## src/rtl/qsl_pkg.sv

```systemverilog
package qsl_pkg;

  typedef enum logic [2:0] {
    ST_IDLE,
    ST_CHECK,
    ST_REQ,
    ST_WAIT,
    ST_WRITE,
    ST_WB,
    ST_DONE
  } qsl_state_e;

  typedef struct packed {
    logic       d;
    logic [3:0] vd;
    logic [1:0] size;
    logic       t;
    logic       a;
    logic [3:0] rn;
    logic [3:0] rm;
  } qsl_fields_t;

  localparam logic [3:0] RM_NO_WB   = 4'hF;
  localparam logic [3:0] RM_STEP_WB = 4'hD;

endpackage

```

## src/rtl/qsl_decode.sv

```systemverilog
module qsl_decode
  import qsl_pkg::*;
#(
  parameter int ADDR_W = 32,
  parameter int IDX_W  = 5,
  parameter int ELEMS  = 4,
  parameter int NREG   = 32
) (
  input  qsl_fields_t       f,
  input  logic [ADDR_W-1:0] base,
  output logic [2:0]        ebytes,
  output logic [IDX_W-1:0]  first_idx,
  output logic [1:0]        step,
  output logic              is_undef,
  output logic              is_unpred,
  output logic              is_misaligned
);
  localparam int LAST_W = IDX_W + 3;

  logic [ADDR_W-1:0] amask;
  logic [LAST_W-1:0] last_idx;

  always_comb begin
    unique case (f.size)
      2'b00:   begin ebytes = 3'd1; amask = ADDR_W'(3);  end
      2'b01:   begin ebytes = 3'd2; amask = ADDR_W'(7);  end
      2'b10:   begin ebytes = 3'd4; amask = ADDR_W'(7);  end
      default: begin ebytes = 3'd4; amask = ADDR_W'(15); end
    endcase
  end

  assign first_idx     = IDX_W'({f.d, f.vd});
  assign step          = f.t ? 2'd2 : 2'd1;
  assign last_idx      = LAST_W'(first_idx) + LAST_W'(ELEMS - 1) * LAST_W'(step);
  assign is_unpred     = last_idx > LAST_W'(NREG - 1);
  assign is_undef      = (f.size == 2'b11) && !f.a;
  assign is_misaligned = f.a && (|(base & amask));

endmodule

```

## src/rtl/qsl_splat.sv

```systemverilog
module qsl_splat #(
  parameter int REG_W = 64
) (
  input  logic [31:0]      elem,
  input  logic [1:0]       size,
  output logic [REG_W-1:0] lanes
);
  localparam int N8  = REG_W / 8;
  localparam int N16 = REG_W / 16;
  localparam int N32 = REG_W / 32;

  logic [REG_W-1:0] rep8, rep16, rep32;

  for (genvar g = 0; g < N8; g++) begin : g_b8
    assign rep8[g*8 +: 8] = elem[7:0];
  end
  for (genvar g = 0; g < N16; g++) begin : g_b16
    assign rep16[g*16 +: 16] = elem[15:0];
  end
  for (genvar g = 0; g < N32; g++) begin : g_b32
    assign rep32[g*32 +: 32] = elem;
  end

  always_comb begin
    unique case (size)
      2'b00:   lanes = rep8;
      2'b01:   lanes = rep16;
      default: lanes = rep32;
    endcase
  end

endmodule

```

## src/rtl/qsl_addr.sv

```systemverilog
module qsl_addr
  import qsl_pkg::*;
#(
  parameter int ADDR_W = 32,
  parameter int ELEMS  = 4,
  parameter int CNT_W  = 2
) (
  input  logic [ADDR_W-1:0] base,
  input  logic [ADDR_W-1:0] index_val,
  input  logic [2:0]        ebytes,
  input  logic [CNT_W-1:0]  cnt,
  input  logic [3:0]        rm,
  output logic [ADDR_W-1:0] rd_addr,
  output logic [ADDR_W-1:0] wb_val
);
  logic [ADDR_W-1:0] stride;

  assign rd_addr = base + ADDR_W'(cnt) * ADDR_W'(ebytes);
  assign stride  = ADDR_W'(ELEMS) * ADDR_W'(ebytes);
  assign wb_val  = (rm == RM_STEP_WB) ? base + stride : base + index_val;

endmodule

```

## src/rtl/quad_splat_loader.sv

```systemverilog
module quad_splat_loader
  import qsl_pkg::*;
#(
  parameter int ADDR_W = 32,
  parameter int REG_W  = 64,
  parameter int NREG   = 32,
  parameter int ELEMS  = 4
) (
  input  logic              clk,
  input  logic              rst_n,
  input  logic              start,
  input  logic              fld_d,
  input  logic [3:0]        fld_vd,
  input  logic [1:0]        fld_size,
  input  logic              fld_t,
  input  logic              fld_a,
  input  logic [3:0]        fld_rn,
  input  logic [3:0]        fld_rm,
  input  logic [ADDR_W-1:0] base_val,
  input  logic [ADDR_W-1:0] index_val,
  output logic              busy,
  output logic              done,
  output logic              undef_flag,
  output logic              unpred_flag,
  output logic              align_fault,
  output logic              rd_valid,
  input  logic              rd_ready,
  output logic [ADDR_W-1:0] rd_addr,
  output logic [2:0]        rd_bytes,
  input  logic              rsp_valid,
  input  logic [31:0]       rsp_data,
  output logic              rf_we,
  output logic [4:0]        rf_idx,
  output logic [REG_W-1:0]  rf_data,
  output logic              wb_en,
  output logic [3:0]        wb_idx,
  output logic [ADDR_W-1:0] wb_data
);
  localparam int IDX_W = $clog2(NREG);
  localparam int CNT_W = $clog2(ELEMS);
  localparam logic [CNT_W-1:0] CNT_LAST = CNT_W'(ELEMS - 1);

  qsl_state_e        st;
  qsl_fields_t       fq;
  logic [ADDR_W-1:0] base_q, index_q;
  logic [CNT_W-1:0]  cnt;
  logic [31:0]       elem_q [ELEMS];
  logic              undef_q, unpred_q, fault_q;

  qsl_fields_t       fin;
  logic [2:0]        ebytes;
  logic [IDX_W-1:0]  first_idx;
  logic [1:0]        step;
  logic              is_undef, is_unpred, is_misaligned;
  logic [ADDR_W-1:0] addr_c, wb_c;
  logic [IDX_W+2:0]  idx_sum;

  assign fin = '{d: fld_d, vd: fld_vd, size: fld_size, t: fld_t, a: fld_a,
                 rn: fld_rn, rm: fld_rm};

  qsl_decode #(.ADDR_W(ADDR_W), .IDX_W(IDX_W), .ELEMS(ELEMS), .NREG(NREG)) u_dec (
    .f(fq), .base(base_q), .ebytes(ebytes), .first_idx(first_idx), .step(step),
    .is_undef(is_undef), .is_unpred(is_unpred), .is_misaligned(is_misaligned)
  );

  qsl_addr #(.ADDR_W(ADDR_W), .ELEMS(ELEMS), .CNT_W(CNT_W)) u_addr (
    .base(base_q), .index_val(index_q), .ebytes(ebytes), .cnt(cnt), .rm(fq.rm),
    .rd_addr(addr_c), .wb_val(wb_c)
  );

  qsl_splat #(.REG_W(REG_W)) u_splat (
    .elem(elem_q[cnt]), .size(fq.size), .lanes(rf_data)
  );

  // control sequence
  always_ff @(posedge clk) begin
    if (!rst_n) begin
      st       <= ST_IDLE;
      fq       <= '0;
      base_q   <= '0;
      index_q  <= '0;
      cnt      <= '0;
      undef_q  <= 1'b0;
      unpred_q <= 1'b0;
      fault_q  <= 1'b0;
      for (int k = 0; k < ELEMS; k++) elem_q[k] <= '0;
    end else begin
      unique case (st)
        ST_IDLE: if (start) begin
          fq       <= fin;
          base_q   <= base_val;
          index_q  <= index_val;
          cnt      <= '0;
          undef_q  <= 1'b0;
          unpred_q <= 1'b0;
          fault_q  <= 1'b0;
          st       <= ST_CHECK;
        end
        ST_CHECK: begin
          if (is_undef) begin
            undef_q <= 1'b1;
            st      <= ST_DONE;
          end else if (is_unpred) begin
            unpred_q <= 1'b1;
            st       <= ST_DONE;
          end else if (is_misaligned) begin
            fault_q <= 1'b1;
            st      <= ST_DONE;
          end else begin
            st <= ST_REQ;
          end
        end
        ST_REQ: if (rd_ready) st <= ST_WAIT;
        ST_WAIT: if (rsp_valid) begin
          elem_q[cnt] <= rsp_data;
          if (cnt == CNT_LAST) begin
            cnt <= '0;
            st  <= ST_WRITE;
          end else begin
            cnt <= cnt + 1'b1;
            st  <= ST_REQ;
          end
        end
        ST_WRITE: begin
          if (cnt == CNT_LAST) begin
            cnt <= '0;
            st  <= ST_WB;
          end else begin
            cnt <= cnt + 1'b1;
          end
        end
        ST_WB:   st <= ST_DONE;
        default: st <= ST_IDLE;
      endcase
    end
  end

  assign idx_sum     = (IDX_W+3)'(first_idx) + (IDX_W+3)'(cnt) * (IDX_W+3)'(step);
  assign busy        = (st != ST_IDLE);
  assign done        = (st == ST_DONE);
  assign undef_flag  = done && undef_q;
  assign unpred_flag = done && unpred_q;
  assign align_fault = done && fault_q;
  assign rd_valid    = (st == ST_REQ);
  assign rd_addr     = addr_c;
  assign rd_bytes    = ebytes;
  assign rf_we       = (st == ST_WRITE);
  assign rf_idx      = 5'(idx_sum);
  assign wb_en       = (st == ST_WB) && (fq.rm != RM_NO_WB);
  assign wb_idx      = fq.rn;
  assign wb_data     = wb_c;

  // observation counters for the properties below
  logic [CNT_W:0] rsp_seen, wr_seen;
  always_ff @(posedge clk) begin
    if (!rst_n || (st == ST_IDLE)) begin
      rsp_seen <= '0;
      wr_seen  <= '0;
    end else begin
      if (rsp_valid && st == ST_WAIT) rsp_seen <= rsp_seen + 1'b1;
      if (rf_we)                      wr_seen  <= wr_seen + 1'b1;
    end
  end

  assert_req_hold_R11: assert property (@(posedge clk) disable iff (!rst_n)
    rd_valid && !rd_ready |=> rd_valid && $stable(rd_addr));

  assert_done_single_R9: assert property (@(posedge clk) disable iff (!rst_n)
    done |=> !done);

  assert_write_after_reads_R9: assert property (@(posedge clk) disable iff (!rst_n)
    rf_we |-> rsp_seen == (CNT_W+1)'(ELEMS));

  assert_done_in_busy_R10: assert property (@(posedge clk) disable iff (!rst_n)
    done |-> busy);

  assert_flags_exclusive_R12: assert property (@(posedge clk) disable iff (!rst_n)
    done |-> $countones({undef_flag, unpred_flag, align_fault}) <= 1);

  assert_flagged_no_write_R6: assert property (@(posedge clk) disable iff (!rst_n)
    done && (undef_flag || unpred_flag || align_fault) |-> wr_seen == '0);

  assert_clean_four_writes_R4: assert property (@(posedge clk) disable iff (!rst_n)
    done && !(undef_flag || unpred_flag || align_fault) |-> wr_seen == (CNT_W+1)'(ELEMS));

endmodule

```

## config.mk

```make
export PLATFORM = sky130hd
export DESIGN_NAME = quad_splat_loader
export DESIGN_NICKNAME = d
export VERILOG_FILES = /design/src/rtl/qsl_pkg.sv /design/src/rtl/qsl_decode.sv /design/src/rtl/qsl_splat.sv /design/src/rtl/qsl_addr.sv /design/src/rtl/quad_splat_loader.sv
export SDC_FILE = /design/constraint.sdc
export NUM_CORES = 1
export LEC_CHECK = 0
export BUFFER_PORTS_ARGS = -buffer_cell sky130_fd_sc_hd__buf_2
export CAP_MARGIN = 0
export CORE_ASPECT_RATIO = 0.9
export CORE_MARGIN = 1.5
export CORE_UTILIZATION = 25
export DETAILED_ROUTE_END_ITERATION = 7
export GPL_ROUTABILITY_DRIVEN = 0
export HOLD_SLACK_MARGIN = 0.03
export SETUP_SLACK_MARGIN = 0.2
export SYNTH_ARGS = -nofsm -noshare
export SYNTH_HDL_FRONTEND = slang
export SYNTH_HIERARCHICAL = 1
export SYNTH_SLANG_ARGS = --single-unit
```

## constraint.sdc

```tcl
create_clock -name clk -period 7.65 [get_ports clk]
set_clock_uncertainty 0.1 [all_clocks]
set_input_delay 1.53 -clock clk [delete_from_list [all_inputs] [get_ports clk]]
set_output_delay 1.53 -clock clk [all_outputs]
set_load 0.005 [all_outputs]
```

==> results of run 1 <==
-- power by group --
group	total [mW]	switching, mW	internal (mW)
Clock	1.23	0.498	0.731
Sequential	1.41	0.0938	1.32
Combinational	0.607	0.345	0.262
Total	3.25	0.937	2.31
-- cells in the mapped netlist, types with 38 or more instances --
library cell	number	area (sq um)
sky130_fd_sc_hd__nand2_1	147	551.8
sky130_fd_sc_hd__and2_1	142	888.4
sky130_fd_sc_hd__edfxtp_1	128	3844
sky130_fd_sc_hd__nand3_1	96	480.5
sky130_fd_sc_hd__dfxtp_1	91	1822
sky130_fd_sc_hd__o21ai_0	81	405.4
sky130_fd_sc_hd__nor2_1	75	281.5
sky130_fd_sc_hd__a21oi_1	60	300.3
sky130_fd_sc_hd__clkbuf_1	57	214.0
sky130_fd_sc_hd__buf_4	51	382.9
sky130_fd_sc_hd__ha_1	49	613.1
sky130_fd_sc_hd__xnor2_1	40	350.3
sky130_fd_sc_hd__o21ai_1	38	190.2
sky130_fd_sc_hd__xor2_1	38	332.8
-- final cells by class --
cell class / instances / area, sq um / share of cell area (%)
inverter: 16 / 60.06 / 0.3841
multi-input combinational: 981 / 6749 / 43.17
sequential: 219 / 5668 / 36.25
antenna: 8 / 20.02 / 0.1280
clock inverter: 10 / 133.9 / 0.8563
timing repair buffer: 281 / 1453 / 9.291
tap: 688 / 860.8 / 5.506
clock buffer: 34 / 690.7 / 4.417
-- stage by stage --
stage                     util (%)  hold WS (ns)  setup WS [ns]
after CTS                    30.03        0.3574         0.9893
after floorplan                  -        0.3285          2.930
after global routing         30.04        0.3801         0.6915
after global placement       28.45        0.3434          1.767
final                        30.07        0.3567         0.9673
after detailed placement     28.45        0.3496          1.635
-- worst paths after layout --
kind	from	endpoint	slack, ns
min	index_q[15]	index_q[15]	0.36
min reg2reg	index_q[15]	index_q[15]	0.36
max	fq[11]	rd_addr[31]	0.97
max reg2reg	st[1]	elem_q[2][19]	4.64
-- per-layer routing --
layer | part of all wire (%) | vias to the layer above | routed length [um]
li1 | - | 5112 | -
met1 | 43 | 5172 | 17380
met2 | 46 | 465 | 18870
met3 | 8.6 | 54 | 3482
met4 | 2.1 | 4 | 852
met5 | 0.054 | - | 22
-- state kept, by name, summed over array words and instances, names as in the netlist, named ones only --
name and count:
undef_q 1, unpred_q 1, wb_idx 4, st 3
cnt 2, fq 13, index_q 32, base_q 32
fault_q 1, elem_q 128
-- tightest hold or removal path: stages (launching register included) --
cell and delay [ns]:
sky130_fd_sc_hd__dfxtp_1 0.31, sky130_fd_sc_hd__nand2_1 0.06, sky130_fd_sc_hd__o21ai_1 0.05
-- cell families (layout without fill, tap and decap cells) --
logic type      count (synthesis)  count (layout)  share of synthesized area [%]
flops                         219             219                          42.76
simple gates                  534             534                          20.83
xor+xnor                       78              78                          5.156
buf+inv                       153             341                          6.535
mux                            60              60                          7.828
fa+ha+maj                      56              56                          5.685
compound gates                253             253                          11.21
other cells                     0               8                              0
==> out/results.md, run 1 <==
Run status
* **outcome** completed

Timing
* **relative max-transition margin** 35.48%
* **number of endpoints failing setup at the final stage** 0
* **final period utilization** 87.36%
* **aggregate negative setup slack** 0 ns
* **Max Transition Viols Final** 0
* **Achievable Freq** 149.6 MHz
* **Slew @ Worst Pin** 0.9678 ns
* **Min Clock Period, post-route** 6.683 ns
* **RSZ-0062 raised after global routing** no
* **final-report hold violation count** 0

Placed design
* **Placement Cell Area** 14,790 sq um
* **number of cells after detailed placement** 2,185
* **Detail Placement HPWL** 28,400 um
* **Port Buffer Count** 265

Synth
* **Post-Syn Instances** 1,353
* **Async SR Flop Fraction** 0%
* **Synth Cell Area** 13,250 sq um
* **syn_nets** 1,527
* **Seq/Total Area, Yosys** 42.76%
* **main flop type after synthesis** sky130_fd_sc_hd__edfxtp_1
* **count of cell types in the netlist** 74
* **average cell area after synthesis** 9.793 sq um
* **Seq cells post-synth** 219
* **warning count from the yosys run** 6
* **number of enable flip-flop cells after synthesis** 128

Global routing
* **first-pass GRT wire length** 61,620 um
* **maximum number of pins on one net before global-route repair** 113
* **met2 usage** 23.63%
* **Global Route met3 Usage** 3.202%
* **number of antenna violations at the first check in global routing** 8
* **busiest grt layer** met2
* **number of global-route vias before repair** 10,230
* **sum of overflow across all layers after global routing** 0
* **gr usage total** 14.48%
* **met1 track demand over resource** 19.37%

Floorplan
* **Die W** 245.7 um
* **num ports** 266
* **core region area** 51,990 sq um
* **effective utilization at floorplan** 25.48%
* **die footprint** 54,390 sq um
* **Die H** 221.4 um
* **Core Rows** 79

Critical path
* **family with the most delay on the worst path** simple AND/OR/NAND/NOR gates
* **required arrival time at the worst endpoint** 6.02 ns
* **worst stage delay on the critical path** 0.94 ns
* **CP Launch Type** flop
* **number of cells on the worst reg-to-reg path** 5
* **crit path max-delay cell type** sky130_fd_sc_hd__dfxtp_2
* **category of the critical setup timing path** reg2out
* **highest fanout seen on the critical path** 34
* **arrival time at the worst endpoint** 5.05 ns
* **Crit. End Element** primary output
* **Crit path depth** 13
* **Crit path buffers/inverters** 1
* **crit path cell chain** nor2b_1 > and2_1 > fa_1 > ha_1 > fa_1 > a21o_1 > a21oi_1 > nor2_1 > nand4_1 > nor4_1 > nand4_1 > xnor2_1 > buf_2

Job
* **max-cap violations** 0

Routing
* **average via count per standard cell** 4.831
* **count of antenna-violating nets left after detailed routing** 0
* **vias** 10,810
* **Detailed Routing Iterations Pass 1** 5
* **DRC marker count from the first detailed-route iteration** 780
* **overall routed net length** 40,600 um
* **total DRC errors in the routed layout** 0
* **routed wire length per instance** 18.15 um

Cells and area
* **most common cell after layout, fill and taps aside** sky130_fd_sc_hd__buf_2
* **area growth from synthesis to final layout** 18.00%
* **Total Nets Final** 1,699
* **post-layout instance count excluding filler cells** 2,237
* **final design area excluding fillers** 15,640 sq um
* **fraction of layout cells with a size suffix above 1** 24.98%
* **most frequent cells in the layout** 264 x sky130_fd_sc_hd__buf_2, 147 x sky130_fd_sc_hd__nand2_1, 142 x sky130_fd_sc_hd__and2_1, 128 x sky130_fd_sc_hd__edfxtp_1, 96 x sky130_fd_sc_hd__nand3_1
* **fill count** 5,503

Power and ir drop
* **Worst VDD drop** 0.1405 mV
* **static leakage power** 6.498 nW
* **Power, Total** 3.247 mW
* **areal power density over the cells** 207.7 nW/um^2

Clocking
* **number of gates resized after CTS** 0
* **clock buffer count from CTS** 26
* **Max clock buf depth** 3
* **later-pin clock latency in the skew report** 0.55 ns
* **# clock sinks** 219
* **H-Tree Depth** 1
* **hold-fix buffer count after cts** 0
* **Root Buffer Master** sky130_fd_sc_hd__clkbuf_16
* **postcts setup bufs** 0
* **Reg clk slew, reported paths** 0.06 ns
* **TritonCTS clock tree** yes

Worst hold path
* **Hold WC Path Type** reg2reg
* **number of cells traversed by the worst hold path** 2

No activity file was read; power rests on OpenSTA's default activity.
==> run 2: changes to the inputs <==
--- a/config.mk
+++ b/config.mk
@@ -13,6 +13,7 @@
 export DETAILED_ROUTE_END_ITERATION = 7
 export GPL_ROUTABILITY_DRIVEN = 0
 export HOLD_SLACK_MARGIN = 0.03
+export PLACE_DENSITY = 0.46
 export SETUP_SLACK_MARGIN = 0.2
 export SYNTH_ARGS = -nofsm -noshare
 export SYNTH_HDL_FRONTEND = slang
==> out/results.md, run 2 (synthesized netlist as in run 1, its figures left out) <==
Power and ir drop
* **areal power density over the cells** 208.0 nW/um^2, was 207.7 nW/um^2
* **Power, Total** 3.255 mW, was 3.247 mW
* **Worst VDD drop** 0.1633 mV, was 0.1405 mV
* **static leakage power** 6.513 nW, was 6.498 nW

Worst hold path
* **Hold WC Path Type** reg2reg, unchanged

Run status
* **outcome** completed, unchanged

Critical path
* **Crit. End Element** primary output, unchanged
* **CP endpoint** rd_addr[31], unchanged
* **highest fanout seen on the critical path** 34, unchanged
* **CP Launch Type** flop, unchanged
* **category of the critical setup timing path** reg2out, unchanged
* **setup slack, reg-to-reg** 4.60 ns, was 4.64 ns
* **arrival time at the worst endpoint** 4.91 ns, was 5.05 ns
* **number of cells on the worst reg-to-reg path** 5, unchanged
* **reg-to-reg startpoint** st[1], unchanged
* **capture point of the worst reg-to-reg path** elem_q[2][2], was elem_q[2][19]
* **required arrival time at the worst endpoint** 6.02 ns, about the same
* **startpoint of the most critical setup path** fq[11], unchanged

Floorplan
* **Die H** 221.4 um, unchanged
* **Die W** 245.7 um, unchanged
* **num ports** 266, unchanged
* **die footprint** 54,390 sq um, unchanged
* **core region area** 51,990 sq um, unchanged
* **Core Rows** 79, unchanged
* **effective utilization at floorplan** 25.48%, unchanged

Clocking
* **Max clock buf depth** 3, unchanged
* **H-Tree Depth** 1, unchanged
* **later-pin clock latency in the skew report** 0.56 ns, was 0.55 ns
* **postcts setup bufs** 0, unchanged
* **Root Buffer Master** sky130_fd_sc_hd__clkbuf_16, unchanged
* **hold-fix buffer count after cts** 0, unchanged
* **TritonCTS clock tree** yes, unchanged
* **# clock sinks** 219, unchanged
* **number of gates resized after CTS** 0, unchanged
* **clock buffer count from CTS** 27, was 26
* **Reg clk slew, reported paths** 0.05 ns, was 0.06 ns

Routing
* **total DRC errors in the routed layout** 0, unchanged
* **Detailed Routing Iterations Pass 1** 5, unchanged
* **average via count per standard cell** 4.664, was 4.831
* **count of antenna-violating nets left after detailed routing** 0, unchanged
* **vias** 10,410, was 10,810
* **routed wire length per instance** 18.37 um, was 18.15 um
* **DRC marker count from the first detailed-route iteration** 568, was 780
* **overall routed net length** 41,010 um, was 40,600 um

Cells and area
* **Largest register FFs** 128, unchanged
* **area growth from synthesis to final layout** 18.12%, was 18.00%
* **Total Nets Final** 1,700, was 1,699
* **post-layout instance count excluding filler cells** 2,233, was 2,237
* **register with the most flip-flops** elem_q, unchanged
* **fraction of layout cells with a size suffix above 1** 25.18%, was 24.98%
* **final design area excluding fillers** 15,650 sq um, was 15,640 sq um
* **most common cell after layout, fill and taps aside** sky130_fd_sc_hd__buf_2, unchanged
* **Top Registers** elem_q: 128 flops, base_q: 32 flops, index_q: 32 flops, unchanged
* **most frequent cells in the layout** 264 x sky130_fd_sc_hd__buf_2, 147 x sky130_fd_sc_hd__nand2_1, 142 x sky130_fd_sc_hd__and2_1, 128 x sky130_fd_sc_hd__edfxtp_1, 96 x sky130_fd_sc_hd__nand3_1, unchanged

Job
* **max-cap violations** 0, unchanged

Placed design
* **Detail Placement HPWL** 28,460 um, was 28,400 um
* **number of cells after detailed placement** 2,185, unchanged
* **Port Buffer Count** 265, unchanged
* **Placement Cell Area** 14,810 sq um, was 14,790 sq um

Timing
* **Achievable Freq** 152.8 MHz, was 149.6 MHz
* **aggregate negative setup slack** 0 ns, unchanged
* **number of endpoints failing setup at the final stage** 0, unchanged
* **final period utilization** 85.54%, was 87.36%
* **Max Transition Viols Final** 0, unchanged
* **final-report hold violation count** 0, unchanged
* **Slew @ Worst Pin** 0.8983 ns, was 0.9678 ns
* **RSZ-0062 raised after global routing** no, unchanged
* **Min Clock Period, post-route** 6.544 ns, was 6.683 ns
* **relative max-transition margin** 40.11%, was 35.48%

Global routing
* **number of antenna violations at the first check in global routing** 11, was 8
* **gr usage total** 14.73%, was 14.48%
* **sum of overflow across all layers after global routing** 0, unchanged
* **number of global-route vias before repair** 10,100, was 10,230
* **maximum number of pins on one net before global-route repair** 91, was 113
* **first-pass GRT wire length** 62,000 um, was 61,620 um

## run 2: area by class of cell
type	count	area (sq um)
clock inverter	9	110.1
inverter	16	60.06
fill	5506	36340
timing repair buffer	281	1453
antenna	4	10.01
multi-input combinational	981	6764
clock buffer	35	725.7
sequential	219	5668
tap	688	860.8
## run 2: worst min path at each step
stage,from,endpoint,slack [ns],cells past startpoint
after global placement,wb_idx[2],wb_idx[2],0.34,2
final,index_q[10],index_q[10],0.36,2
after detailed placement,index_q[10],index_q[10],0.35,2
after CTS,index_q[10],index_q[10],0.36,2
after floorplan,fault_q,fault_q,0.33,2
after global routing,index_q[14],index_q[14],0.37,2
## run 2: through the flow
step / setup slack [ns] / hold slack (ns) / utilization, %
after floorplan: 2.930 / 0.3285 / -
after global placement: 1.804 / 0.3423 / 28.48
final: 1.106 / 0.3566 / 30.10
after CTS: 1.081 / 0.3592 / 30.08
after detailed placement: 1.728 / 0.3498 / 28.48
after global routing: 0.6845 / 0.3738 / 30.08
## run 2: power breakdown
group | leakage, nW | switching (mW) | internal, mW | total [mW]
Sequential | 2.07 | 0.0943 | 1.32 | 1.41
Combinational | 4.04 | 0.340 | 0.263 | 0.603
Clock | 0.409 | 0.510 | 0.731 | 1.24
Total | 6.51 | 0.944 | 2.31 | 3.26
## run 2: critical path, cell delays in order, from the launching register on
cell and delay (ns):
sky130_fd_sc_hd__dfxtp_2 0.90, sky130_fd_sc_hd__nor2b_1 0.27, sky130_fd_sc_hd__and2_1 0.23, sky130_fd_sc_hd__fa_1 0.49
sky130_fd_sc_hd__ha_1 0.21, sky130_fd_sc_hd__fa_1 0.24, sky130_fd_sc_hd__a21o_1 0.14, sky130_fd_sc_hd__a21oi_1 0.09
sky130_fd_sc_hd__nor2_1 0.24, sky130_fd_sc_hd__nand4_1 0.44, sky130_fd_sc_hd__nor4_1 0.63, sky130_fd_sc_hd__nand4_1 0.19
sky130_fd_sc_hd__xnor2_1 0.17, sky130_fd_sc_hd__buf_2 0.13
## run 2: metal layers
layer  wire, um  GRT usage, %  part of all wire (%)  vias up
li1           -             -                     -     5105
met1      18140         19.43                    44     4927
met2      19000         24.06                    46      312
met3       3144         4.002                   7.7       54
met4        621         2.929                   1.5       16
met5        105             0                  0.26        -
